==> src/rtl/rxw_pkg.sv <==
package rxw_pkg;
  typedef enum logic [3:0] {
    ST_IDLE,
    ST_ALLOC,
    ST_HDR,
    ST_DATA,
    ST_PAD,
    ST_CRC,
    ST_TAIL,
    ST_DONE,
    ST_DRAIN
  } rxw_state_e;
endpackage

==> src/rtl/rxw_crc32.sv <==
module rxw_crc32 #(
  parameter logic [31:0] POLY = 32'hEDB88320
) (
  input  logic        clk_i,
  input  logic        rst_ni,
  input  logic        init_i,
  input  logic        en_i,
  input  logic [7:0]  data_i,
  output logic [31:0] crc_o
);
  logic [31:0] st_q;
  logic [31:0] nxt;

  always_comb begin
    nxt = st_q ^ {24'h0, data_i};
    for (int b = 0; b < 8; b++) begin
      nxt = nxt[0] ? ((nxt >> 1) ^ POLY) : (nxt >> 1);
    end
  end

  always_ff @(posedge clk_i or negedge rst_ni) begin
    if (!rst_ni)     st_q <= '1;
    else if (init_i) st_q <= '1;
    else if (en_i)   st_q <= nxt;
  end

  assign crc_o = ~st_q;
endmodule

==> src/rtl/rxw_sizer.sv <==
module rxw_sizer #(
  parameter int LEN_W      = 12,
  parameter int PS_W       = 16,
  parameter int MIN_FRAME  = 64,
  parameter int LONG_LIMIT = 1518,
  parameter int PAGE_BYTES = 2048
) (
  input  logic [LEN_W-1:0] len_i,
  input  logic             strip_i,
  output logic [PS_W-1:0]  psize_o,
  output logic             long_o,
  output logic             odd_o,
  output logic             short_o,
  output logic             too_big_o
);
  logic [PS_W-1:0] even_len;
  logic [PS_W-1:0] body;

  assign even_len  = PS_W'({len_i[LEN_W-1:1], 1'b0});
  assign body      = (even_len < PS_W'(MIN_FRAME)) ? PS_W'(MIN_FRAME) : even_len;
  assign psize_o   = body + PS_W'(6) + (strip_i ? PS_W'(0) : PS_W'(4));
  assign long_o    = len_i > LEN_W'(LONG_LIMIT);
  assign odd_o     = len_i[0];
  assign short_o   = len_i < LEN_W'(MIN_FRAME);
  assign too_big_o = psize_o > PS_W'(PAGE_BYTES);
endmodule

==> src/rtl/rxw_frame_writer.sv <==
module rxw_frame_writer
  import rxw_pkg::*;
#(
  parameter int LEN_W      = 12,
  parameter int PAGE_W     = 2,
  parameter int PAGE_BYTES = 2048,
  parameter int MIN_FRAME  = 64,
  parameter int LONG_LIMIT = 1518,
  localparam int ADDR_W    = $clog2(PAGE_BYTES)
) (
  input  logic              clk_i,
  input  logic              rst_ni,
  input  logic              rx_en_i,
  input  logic              soft_rst_i,
  input  logic              strip_crc_i,
  input  logic              frm_valid_i,
  input  logic [LEN_W-1:0]  frm_len_i,
  output logic              frm_ready_o,
  input  logic              byte_valid_i,
  input  logic [7:0]        byte_data_i,
  output logic              byte_ready_o,
  output logic              alloc_req_o,
  input  logic              alloc_gnt_i,
  input  logic              alloc_full_i,
  input  logic [PAGE_W-1:0] alloc_page_i,
  output logic              mem_we_o,
  output logic [PAGE_W-1:0] mem_page_o,
  output logic [ADDR_W-1:0] mem_addr_o,
  output logic [7:0]        mem_data_o,
  output logic              done_o,
  output logic [PAGE_W-1:0] done_page_o,
  output logic              drop_o
);
  localparam int PS_W = 16;

  rxw_state_e        state_q, state_d;
  logic [LEN_W-1:0]  len_q, idx_q;
  logic [ADDR_W-1:0] waddr_q;
  logic [1:0]        beat_q;
  logic [7:0]        odd_byte_q;
  logic [PAGE_W-1:0] page_q;
  logic [PS_W-1:0]   psize_q;
  logic              crc_on_q, long_q, odd_q, short_q;

  logic [PS_W-1:0]   sz_psize;
  logic              sz_long, sz_odd, sz_short, sz_big;
  logic              crc_init, crc_en;
  logic [7:0]        crc_din;
  logic [31:0]       crc_val;

  logic accept, byte_take, last_byte, odd_tail, hold_odd, cfg_refuse;

  rxw_sizer #(
    .LEN_W(LEN_W), .PS_W(PS_W), .MIN_FRAME(MIN_FRAME),
    .LONG_LIMIT(LONG_LIMIT), .PAGE_BYTES(PAGE_BYTES)
  ) u_sizer (
    .len_i(frm_len_i), .strip_i(strip_crc_i), .psize_o(sz_psize),
    .long_o(sz_long), .odd_o(sz_odd), .short_o(sz_short), .too_big_o(sz_big)
  );

  rxw_crc32 u_crc (
    .clk_i(clk_i), .rst_ni(rst_ni), .init_i(crc_init), .en_i(crc_en),
    .data_i(crc_din), .crc_o(crc_val)
  );

  assign frm_ready_o  = (state_q == ST_IDLE);
  assign byte_ready_o = (state_q == ST_DATA) || (state_q == ST_DRAIN);
  assign alloc_req_o  = (state_q == ST_ALLOC);
  assign done_o       = (state_q == ST_DONE);
  assign done_page_o  = page_q;
  assign mem_page_o   = page_q;
  assign mem_addr_o   = waddr_q;

  assign accept     = frm_valid_i && frm_ready_o;
  assign byte_take  = byte_valid_i && byte_ready_o;
  assign last_byte  = (idx_q == len_q - LEN_W'(1));
  assign odd_tail   = odd_q && !short_q;
  assign hold_odd   = odd_tail && last_byte;
  assign cfg_refuse = !rx_en_i || soft_rst_i || sz_big;
  assign crc_init   = accept;

  always_comb begin
    state_d    = state_q;
    mem_we_o   = 1'b0;
    mem_data_o = 8'h00;
    drop_o     = 1'b0;
    crc_en     = 1'b0;
    crc_din    = 8'h00;
    unique case (state_q)
      ST_IDLE: begin
        if (accept) begin
          if (cfg_refuse) begin
            drop_o  = 1'b1;
            state_d = (frm_len_i == '0) ? ST_IDLE : ST_DRAIN;
          end else begin
            state_d = ST_ALLOC;
          end
        end
      end
      ST_ALLOC: begin
        if (alloc_gnt_i) begin
          state_d = ST_HDR;
        end else if (alloc_full_i) begin
          drop_o  = 1'b1;
          state_d = (len_q == '0) ? ST_IDLE : ST_DRAIN;
        end
      end
      ST_HDR: begin
        mem_we_o = 1'b1;
        case (beat_q)
          2'd0:    mem_data_o = 8'h00;
          2'd1:    mem_data_o = {3'b000, odd_q, long_q, 3'b000};
          2'd2:    mem_data_o = psize_q[7:0];
          default: mem_data_o = psize_q[15:8];
        endcase
        if (beat_q == 2'd3) state_d = (len_q == '0) ? ST_PAD : ST_DATA;
      end
      ST_DATA: begin
        mem_data_o = byte_data_i;
        if (byte_take) begin
          crc_en   = 1'b1;
          crc_din  = byte_data_i;
          mem_we_o = !hold_odd;
          if (last_byte) state_d = short_q ? ST_PAD : (crc_on_q ? ST_CRC : ST_TAIL);
        end
      end
      ST_PAD: begin
        mem_we_o = 1'b1;
        crc_en   = 1'b1;
        if (idx_q == LEN_W'(MIN_FRAME - 1)) state_d = crc_on_q ? ST_CRC : ST_TAIL;
      end
      ST_CRC: begin
        mem_we_o   = 1'b1;
        mem_data_o = crc_val[{beat_q, 3'b000} +: 8];
        if (beat_q == 2'd3) state_d = ST_TAIL;
      end
      ST_TAIL: begin
        mem_we_o = 1'b1;
        if (beat_q == 2'd0) mem_data_o = odd_tail ? odd_byte_q : 8'h00;
        else                mem_data_o = odd_tail ? 8'h60 : 8'h40;
        if (beat_q == 2'd1) state_d = ST_DONE;
      end
      ST_DONE:  state_d = ST_IDLE;
      ST_DRAIN: if (byte_take && last_byte) state_d = ST_IDLE;
      default:  state_d = ST_IDLE;
    endcase
  end

  always_ff @(posedge clk_i or negedge rst_ni) begin
    if (!rst_ni) begin
      state_q    <= ST_IDLE;
      len_q      <= '0;
      idx_q      <= '0;
      waddr_q    <= '0;
      beat_q     <= '0;
      odd_byte_q <= '0;
      page_q     <= '0;
      psize_q    <= '0;
      crc_on_q   <= 1'b0;
      long_q     <= 1'b0;
      odd_q      <= 1'b0;
      short_q    <= 1'b0;
    end else begin
      state_q <= state_d;
      beat_q  <= (state_d != state_q) ? 2'd0 : beat_q + 2'd1;
      if (mem_we_o) waddr_q <= waddr_q + ADDR_W'(1);
      case (state_q)
        ST_IDLE: if (accept) begin
          len_q    <= frm_len_i;
          psize_q  <= sz_psize;
          long_q   <= sz_long;
          odd_q    <= sz_odd;
          short_q  <= sz_short;
          crc_on_q <= !strip_crc_i;
          idx_q    <= '0;
          waddr_q  <= '0;
        end
        ST_ALLOC: if (alloc_gnt_i) page_q <= alloc_page_i;
        ST_DATA: if (byte_take) begin
          idx_q <= idx_q + LEN_W'(1);
          if (hold_odd) odd_byte_q <= byte_data_i;
        end
        ST_DRAIN: if (byte_take) idx_q <= idx_q + LEN_W'(1);
        ST_PAD:   idx_q <= idx_q + LEN_W'(1);
        default: ;
      endcase
    end
  end

  // request held until answered
  p_req_hold_r2: assert property (@(posedge clk_i) disable iff (!rst_ni)
    alloc_req_o && !alloc_gnt_i && !alloc_full_i |=> alloc_req_o);

  // a refusal is not followed by a write
  p_drop_quiet_r1: assert property (@(posedge clk_i) disable iff (!rst_ni)
    drop_o |=> !mem_we_o);

  // back-to-back writes walk the page one byte at a time
  p_addr_step_r9: assert property (@(posedge clk_i) disable iff (!rst_ni)
    mem_we_o && $past(mem_we_o) |-> mem_addr_o == ADDR_W'($past(mem_addr_o) + ADDR_W'(1)));

  p_page_stable_r9: assert property (@(posedge clk_i) disable iff (!rst_ni)
    mem_we_o && $past(mem_we_o) |-> $stable(mem_page_o));

  // last write lands on page size - 1
  p_done_size_r3: assert property (@(posedge clk_i) disable iff (!rst_ni)
    done_o |-> $past(mem_we_o) && (32'($past(mem_addr_o)) + 32'd1 == 32'(psize_q)));

  p_done_pulse_r9: assert property (@(posedge clk_i) disable iff (!rst_ni)
    done_o |=> !done_o);
endmodule

==> config.mk <==
export PLATFORM = sky130hd
export DESIGN_NAME = rxw_frame_writer
export DESIGN_NICKNAME = d
export VERILOG_FILES = /design/src/rtl/rxw_pkg.sv /design/src/rtl/rxw_crc32.sv /design/src/rtl/rxw_sizer.sv /design/src/rtl/rxw_frame_writer.sv
export SDC_FILE = /design/constraint.sdc
export NUM_CORES = 1
export LEC_CHECK = 0
export BUFFER_PORTS_ARGS = -buffer_cell sky130_fd_sc_hd__buf_2
export CAP_MARGIN = 30
export CORE_MARGIN = 1.5
export CORE_UTILIZATION = 35
export CTS_CLUSTER_DIAMETER = 80
export DETAILED_ROUTE_END_ITERATION = 16
export SYNTH_ARGS = -nofsm -noshare
export SYNTH_HDL_FRONTEND = slang
export SYNTH_HIERARCHICAL = 1
export SYNTH_SLANG_ARGS = --single-unit
==> constraint.sdc <==
create_clock -name clk_i -period 7.1 [get_ports clk_i]
set_clock_uncertainty 0.15 [all_clocks]
set_input_delay 1.42 -clock clk_i [delete_from_list [all_inputs] [get_ports clk_i]]
set_output_delay 1.42 -clock clk_i [all_outputs]
set_load 0.01 [all_outputs]
Yosys cells after proc, flatten, opt, wreduce, memory -nomap -nowiden
Cells that the tools add are included.
Widths: inputs -> output; s select.
{"block": "totals", "register_bits": 103, "input_bits": 31, "word_cells": 126}
{"block": "op_classes", "add_sub_neg": 6, "n_lt_le_gt_ge": 4, "n_eq_ne": 16, "shift": 1, "n_mux": 52, "bitwise": 10, "n_reduce_logical": 24}
{"op": "$mux 32", "n": 10}
{"op": "$not 13->14", "n": 8}
{"op": "$mux 4", "n": 14}
{"op": "$mux 12", "n": 3}
{"op": "$pmux 12 s3", "n": 1}
{"op": "$mux 11", "n": 3}
{"op": "$mux 8", "n": 4}
{"op": "$not 32->32", "n": 1}
{"op": "$pmux 4 s8", "n": 1}
{"op": "$pmux 8 s4", "n": 1}
{"op": "$shiftx 32x6->8", "n": 1}
{"op": "$xor 32x8->32", "n": 1}
{"op": "$logic_not 12->1", "n": 2}
{"op": "$lt 12x7->1 const B", "n": 2}
{"op": "$pmux 8 s3", "n": 1}
{"op": "$add 16x16->16", "n": 1}
{"op": "$add 16x3->16 const B", "n": 1}
{"op": "$eq 4x3->1 const B", "n": 4}
{"op": "$gt 16x12->1 const B", "n": 1}
{"op": "$add 12x1->12 const B", "n": 1}
{"op": "$eq 12x12->1", "n": 1}
{"op": "$eq 12x6->1 const B", "n": 1}
{"op": "$gt 12x11->1 const B", "n": 1}
{"op": "$sub 12x1->12 const B", "n": 1}
{"op": "other kinds (25)", "n": 48}

Longest topological paths before layout
{"block": "depth", "word_depth": 24, "mapped_depth": 20, "mapped_depth_nobuf": 18}

Hierarchy
Netlist, hierarchy kept.
{"mod": "rxw_frame_writer", "instances": 1, "cells_each": 509, "area_per_inst_um2": 4479.3, "seq_area_each_um2": 1776.7}
{"mod": "rxw_crc32", "instances": 1, "cells_each": 205, "area_per_inst_um2": 2406.1, "seq_area_each_um2": 840.8}
{"mod": "rxw_sizer", "instances": 1, "cells_each": 83, "area_per_inst_um2": 548.0, "seq_area_each_um2": 0.0}

Worst setup path before layout
OpenSTA, ideal clock, no wires.
{"block": "synth_path", "path_type": "in2out", "from": "input frm_len_i[6]", "to": "output drop_o", "arrival_ns": 4.220, "required_ns": 5.530, "setup_slack_ns": 1.310, "path_stages": 16, "n_path_buf": 2, "path_cell_list": "buf_2 -> nor2_1 -> nand2_1 -> nand2_1 -> ha_1 -> inv_1 -> ha_1 -> fa_1 -> clkbuf_1 -> a311oi_1 -> a31oi_1 -> a2111oi_2 -> a31oi_1 -> nor3b_1 -> nor2_1 -> a21o_1"}
{"block": "synth_via", "elab_chain_cells": 9}
{"element": "start: declaration", "line_no": "rxw_frame_writer.sv:17", "rtl": "input logic [LEN_W-1:0] frm_len_i,"}
{"element": "$lt 12x7->1", "line_no": "rxw_sizer.sv:20", "rtl": "assign body = (even_len < PS_W'(MIN_FRAME)) ? PS_W'(MIN_FRAME) : even_len;"}
{"element": "$mux 12 *", "line_no": "rxw_sizer.sv:20"}
{"element": "$add 16x3->16 *", "line_no": "rxw_sizer.sv:21", "rtl": "assign psize_o = body + PS_W'(6) + (strip_i ? PS_W'(0) : PS_W'(4));"}
{"element": "$add 16x16->16 *", "line_no": "rxw_sizer.sv:21"}
{"element": "$gt 16x12->1 *", "line_no": "rxw_sizer.sv:25", "rtl": "assign too_big_o = psize_o > PS_W'(PAGE_BYTES);"}
{"element": "named net sz_big", "line_no": "rxw_frame_writer.sv:46", "rtl": "logic sz_long, sz_odd, sz_short, sz_big;"}
{"element": "$logic_or 1x1->1 *", "line_no": "rxw_frame_writer.sv:79", "rtl": "assign cfg_refuse = !rx_en_i || soft_rst_i || sz_big;"}
{"element": "$mux 1 *", "line_no": "rxw_frame_writer.sv:92", "rtl": "if (cfg_refuse) begin"}
{"element": "$mux 1 *", "line_no": "rxw_frame_writer.sv:91", "rtl": "if (accept) begin"}
{"element": "$pmux 1 s2 *", "line_no": "rxw_frame_writer.sv:89", "rtl": "unique case (state_q)"}
{"element": "end: declaration", "line_no": "rxw_frame_writer.sv:32", "rtl": "output logic drop_o"}
The timed path passes the listed nets; every way through them passes the cells marked *.

Final worst setup path
{"block": "layout_path", "from": "input frm_len_i[10]", "to": "output drop_o"}
The elaborated chain is that of the path after synthesis.

==> impl_metrics.yaml <==
clock_network:
  postCtsSetupBuffers: 0
  cts.sinks: 103
  clockBufferDepth: 2
  htreeDepth: 3
  cts_buffers: 9
  clock_insertion_delay_worst_skew_ps: 360
  root_buffer: "clkbuf_16"
  cts_resized: 0
  path_clk_slew_ps: 60
  cts_tree: "done"
  postCtsHoldBufs: 0
job:
  drv_cap: 0
sta:
  fin_ws_ps: 538.4
  worstMarginPinSlew_ps: 835.5
  relSlewSlack: 0.4430
  fmax_ghz: 0.1524
  whs_ps: 328.0
  setup_viol: 0
  rsz0062_at_grt: "no"
  fin_crit_sh: 0.9242
  hold_viol: 0
  report.final.slew_viol_count: 0
  fin_crit_ps: 6562
  fin_tns_setup_ps: 0
detailed_routing:
  first_pass_iters: 5
  vias_per_cell: 5.252
  wl_met3_um: 841
  drc_errors: 0
  met2_wirelength_um: 8665
  top_layer: "met4"
  route.vias.total: 5814
  avgRoutedWirePerCell_um: 16.87
  wirelength_um: 18680
  wirelength_met1_um: 8764
  antenna_left: 0
  drtIter0Drc: 399
place:
  dp_slack_ps: 576.2
  io_buffers: 59
  place_congestion: 0.8590
  dpl.cell_count: 1091
  hpwl_um: 13350
synthesis:
  synth_xor_xnor_area_share: 0.1715
  synth_simple_gate_area_frac: 0.2006
  synth_compound_area_frac: 0.1407
  synth_fa_ha_area_frac: 0.01953
  yosys.area.top_type: "dfrtp_1"
  seq_area_frac_synth: 0.3521
  yosys-top-cells-area: "dfrtp_1 24%, dfstp_2 11%, nand2_1 6.8%"
  synth_top_family_by_area: "simple AND/OR/NAND/NOR gates"
  synth-seq-cells: 103
  synthFlopType: "dfrtp_1"
  async_reset_ff_frac: 1.000
  synth_top_area_share: 0.2390
  yosys_warnings: 6
  synthMuxAreaShare: 0.05689
  synth_cells: 797
  syn_area_mm2: 0.007433
  syn_area_per_cell_um2: 9.327
  synth_edf_count: 0
  ys_types: 84
power:
  ir_worst_vdd_uv: 135.8
  powerDensity_mw_per_mm2: 243.7
  leakage_nw: 3.934
worst_setup_path:
  critPathMaxFanout: 9
  cp.required_ps: 5530
  reg2reg_setup_slack_ps: 3460
  rr_worst_depth: 10
  cp-end-kind: "primary output"
  r2r_start: "state_q[2]"
  r2r-end: "u_crc/st_q[26]"
  startpoint_type: "input port"
  path_class: "in2out"
  cp.arrival_ps: 4990
die:
  die_h_um: 148.7
  die-area_mm2: 0.02212
  rows: 53
  io_pins: 60
  die_w_um: 148.7
  core-area_mm2: 0.02096
  initial_core_util: 0.3547
min_path:
  hold_path_end: "psize_q[1]"
  hold_class: "reg2reg"
  min_from: "psize_q[1]"
  hold_depth: 2
global_routing:
  gr-usage-all-layers: 0.1788
  grt_max_degree: 65
  grt_pass1_wl_um: 30920
  globalRouteOverflowTotal: 0
  antenna_found_initial: 0
  grt_pass1_vias: 5657
status:
  status: "finished clean"
finish:
  multi_input_area_mm2: 0.004399
  area_growth_syn_to_layout_pct: 10.30
  instances_no_fill: 1107
  postLayoutCoreUtil: 0.3913
  seq_area_mm2: 0.002618
  diodes: 0
  drive_above_1_share: 0.2007
  nets: 869
  n_fill_cell: 2140
-- kinds of logic after synthesis --
family,count (synthesis)
AO/OA/AOI/OAI,153
XOR/XNOR,91
adder cells (fa/ha/maj),11
buffers and inverters,102
flip-flops,103
multiplexers,27
other,1
AND/OR/NAND/NOR,309
-- where the power goes --
part	switching, mW	total, mW	internal [mW]	leakage (nW)
registers	0.159	0.857	0.699	1.27
logic	0.354	0.625	0.271	2.52
clock network	0.232	0.516	0.284	0.149
total	0.745	2.00	1.25	3.93
-- sequential cells by signal (all words and copies together) (netlist names) --
signal       count
u_crc/st_q      32
state_q          4
mem_addr_o      11
short_q          1
crc_on_q         1
long_q           1
len_q           12
beat_q           2
odd_byte_q       8
odd_q            1
idx_q           12
psize_q         16
done_page_o      2
-- per-layer routing --
layer	vias to the layer above	GRT usage
met5	-	0
met4	0	0.06139
met3	25	0.02752
met2	139	0.2872
met1	2817	0.2455
li1	2833	-
-- area by class of cell --
type | count | area share
timing repair buffer | 64 | 0.04090
sequential | 103 | 0.3192
clock inverter | 5 | 0.007020
clock buffer | 11 | 0.02960
multi-input combinational | 595 | 0.5365
tap | 275 | 0.04197
inverter | 54 | 0.02472
-- worst max-delay path by stage --
stage	startpoint	endpoint	slack, ps
6_report	frm_len_i[10]	drop_o	540
5_1_grt	frm_len_i[10]	drop_o	260
4_1_cts	frm_len_i[10]	drop_o	570
3_5_place_dp	frm_len_i[11]	drop_o	580
3_3_place_gp	frm_len_i[10]	drop_o	680
2_1_floorplan	frm_len_i[6]	drop_o	1310
-- per-stage QoR --
stage	cell area (um^2)	power, mW
floorplan	7445	1.310
CTS	8199	2.025
global route	8199	2.137
finish	8199	1.998
global placement	7899	1.490
detailed placement	7899	1.501
-- cell usage in the layout (no fill, tap or decap), types with 8 or more instances in the layout --
cell       netlist  final
clkbuf_16        0      9
xnor2_4          9      9
and3_1          15     15
buf_2            5     58
dfstp_2         32     32
a21oi_1         34     34
nor2_1          63     63
nor3_1          18     18
xnor2_1         39     39
xnor3_1         16     16
mux2_4           9      9
ha_1            10     10
inv_1           52     52
nand4_1          8      8
a211o_1         13     13
dfrtp_1         71     71
a22oi_1          8      8
nand2_1        134    134
nand3_1         16     16
o21ai_0         40     39
or4_1           10     10
mux4_2           8      8
xor2_1          20     20
-- cells in the mapped netlist (all sizes together) (7+ instances only) --
master,n
xnor2,51
xnor3,17
inv,53
o21ai,41
or3,7
nand4,8
nand2,134
mux4,8
a211o,13
buf,17
clkbuf,31
ha,10
nor3,18
a21oi,34
a22oi,8
nor2,63
o31ai,7
nor4,7
xor2,21
and3,15
dfstp,32
nand3,16
mux2,15
or4,11
dfrtp,71
-- critical path: stages --
cell,delay (ps)
buf_2,170
nor4_4,300
nand2_1,200
nand2_1,110
ha_1,230
inv_1,60
ha_1,200
fa_1,410
nand4_1,190
or3_1,360
a2111oi_2,300
a31oi_1,180
nor3b_1,410
nor2_1,110
a21o_1,200
buf_2,140
No activity file was read; power rests on OpenSTA's default activity.
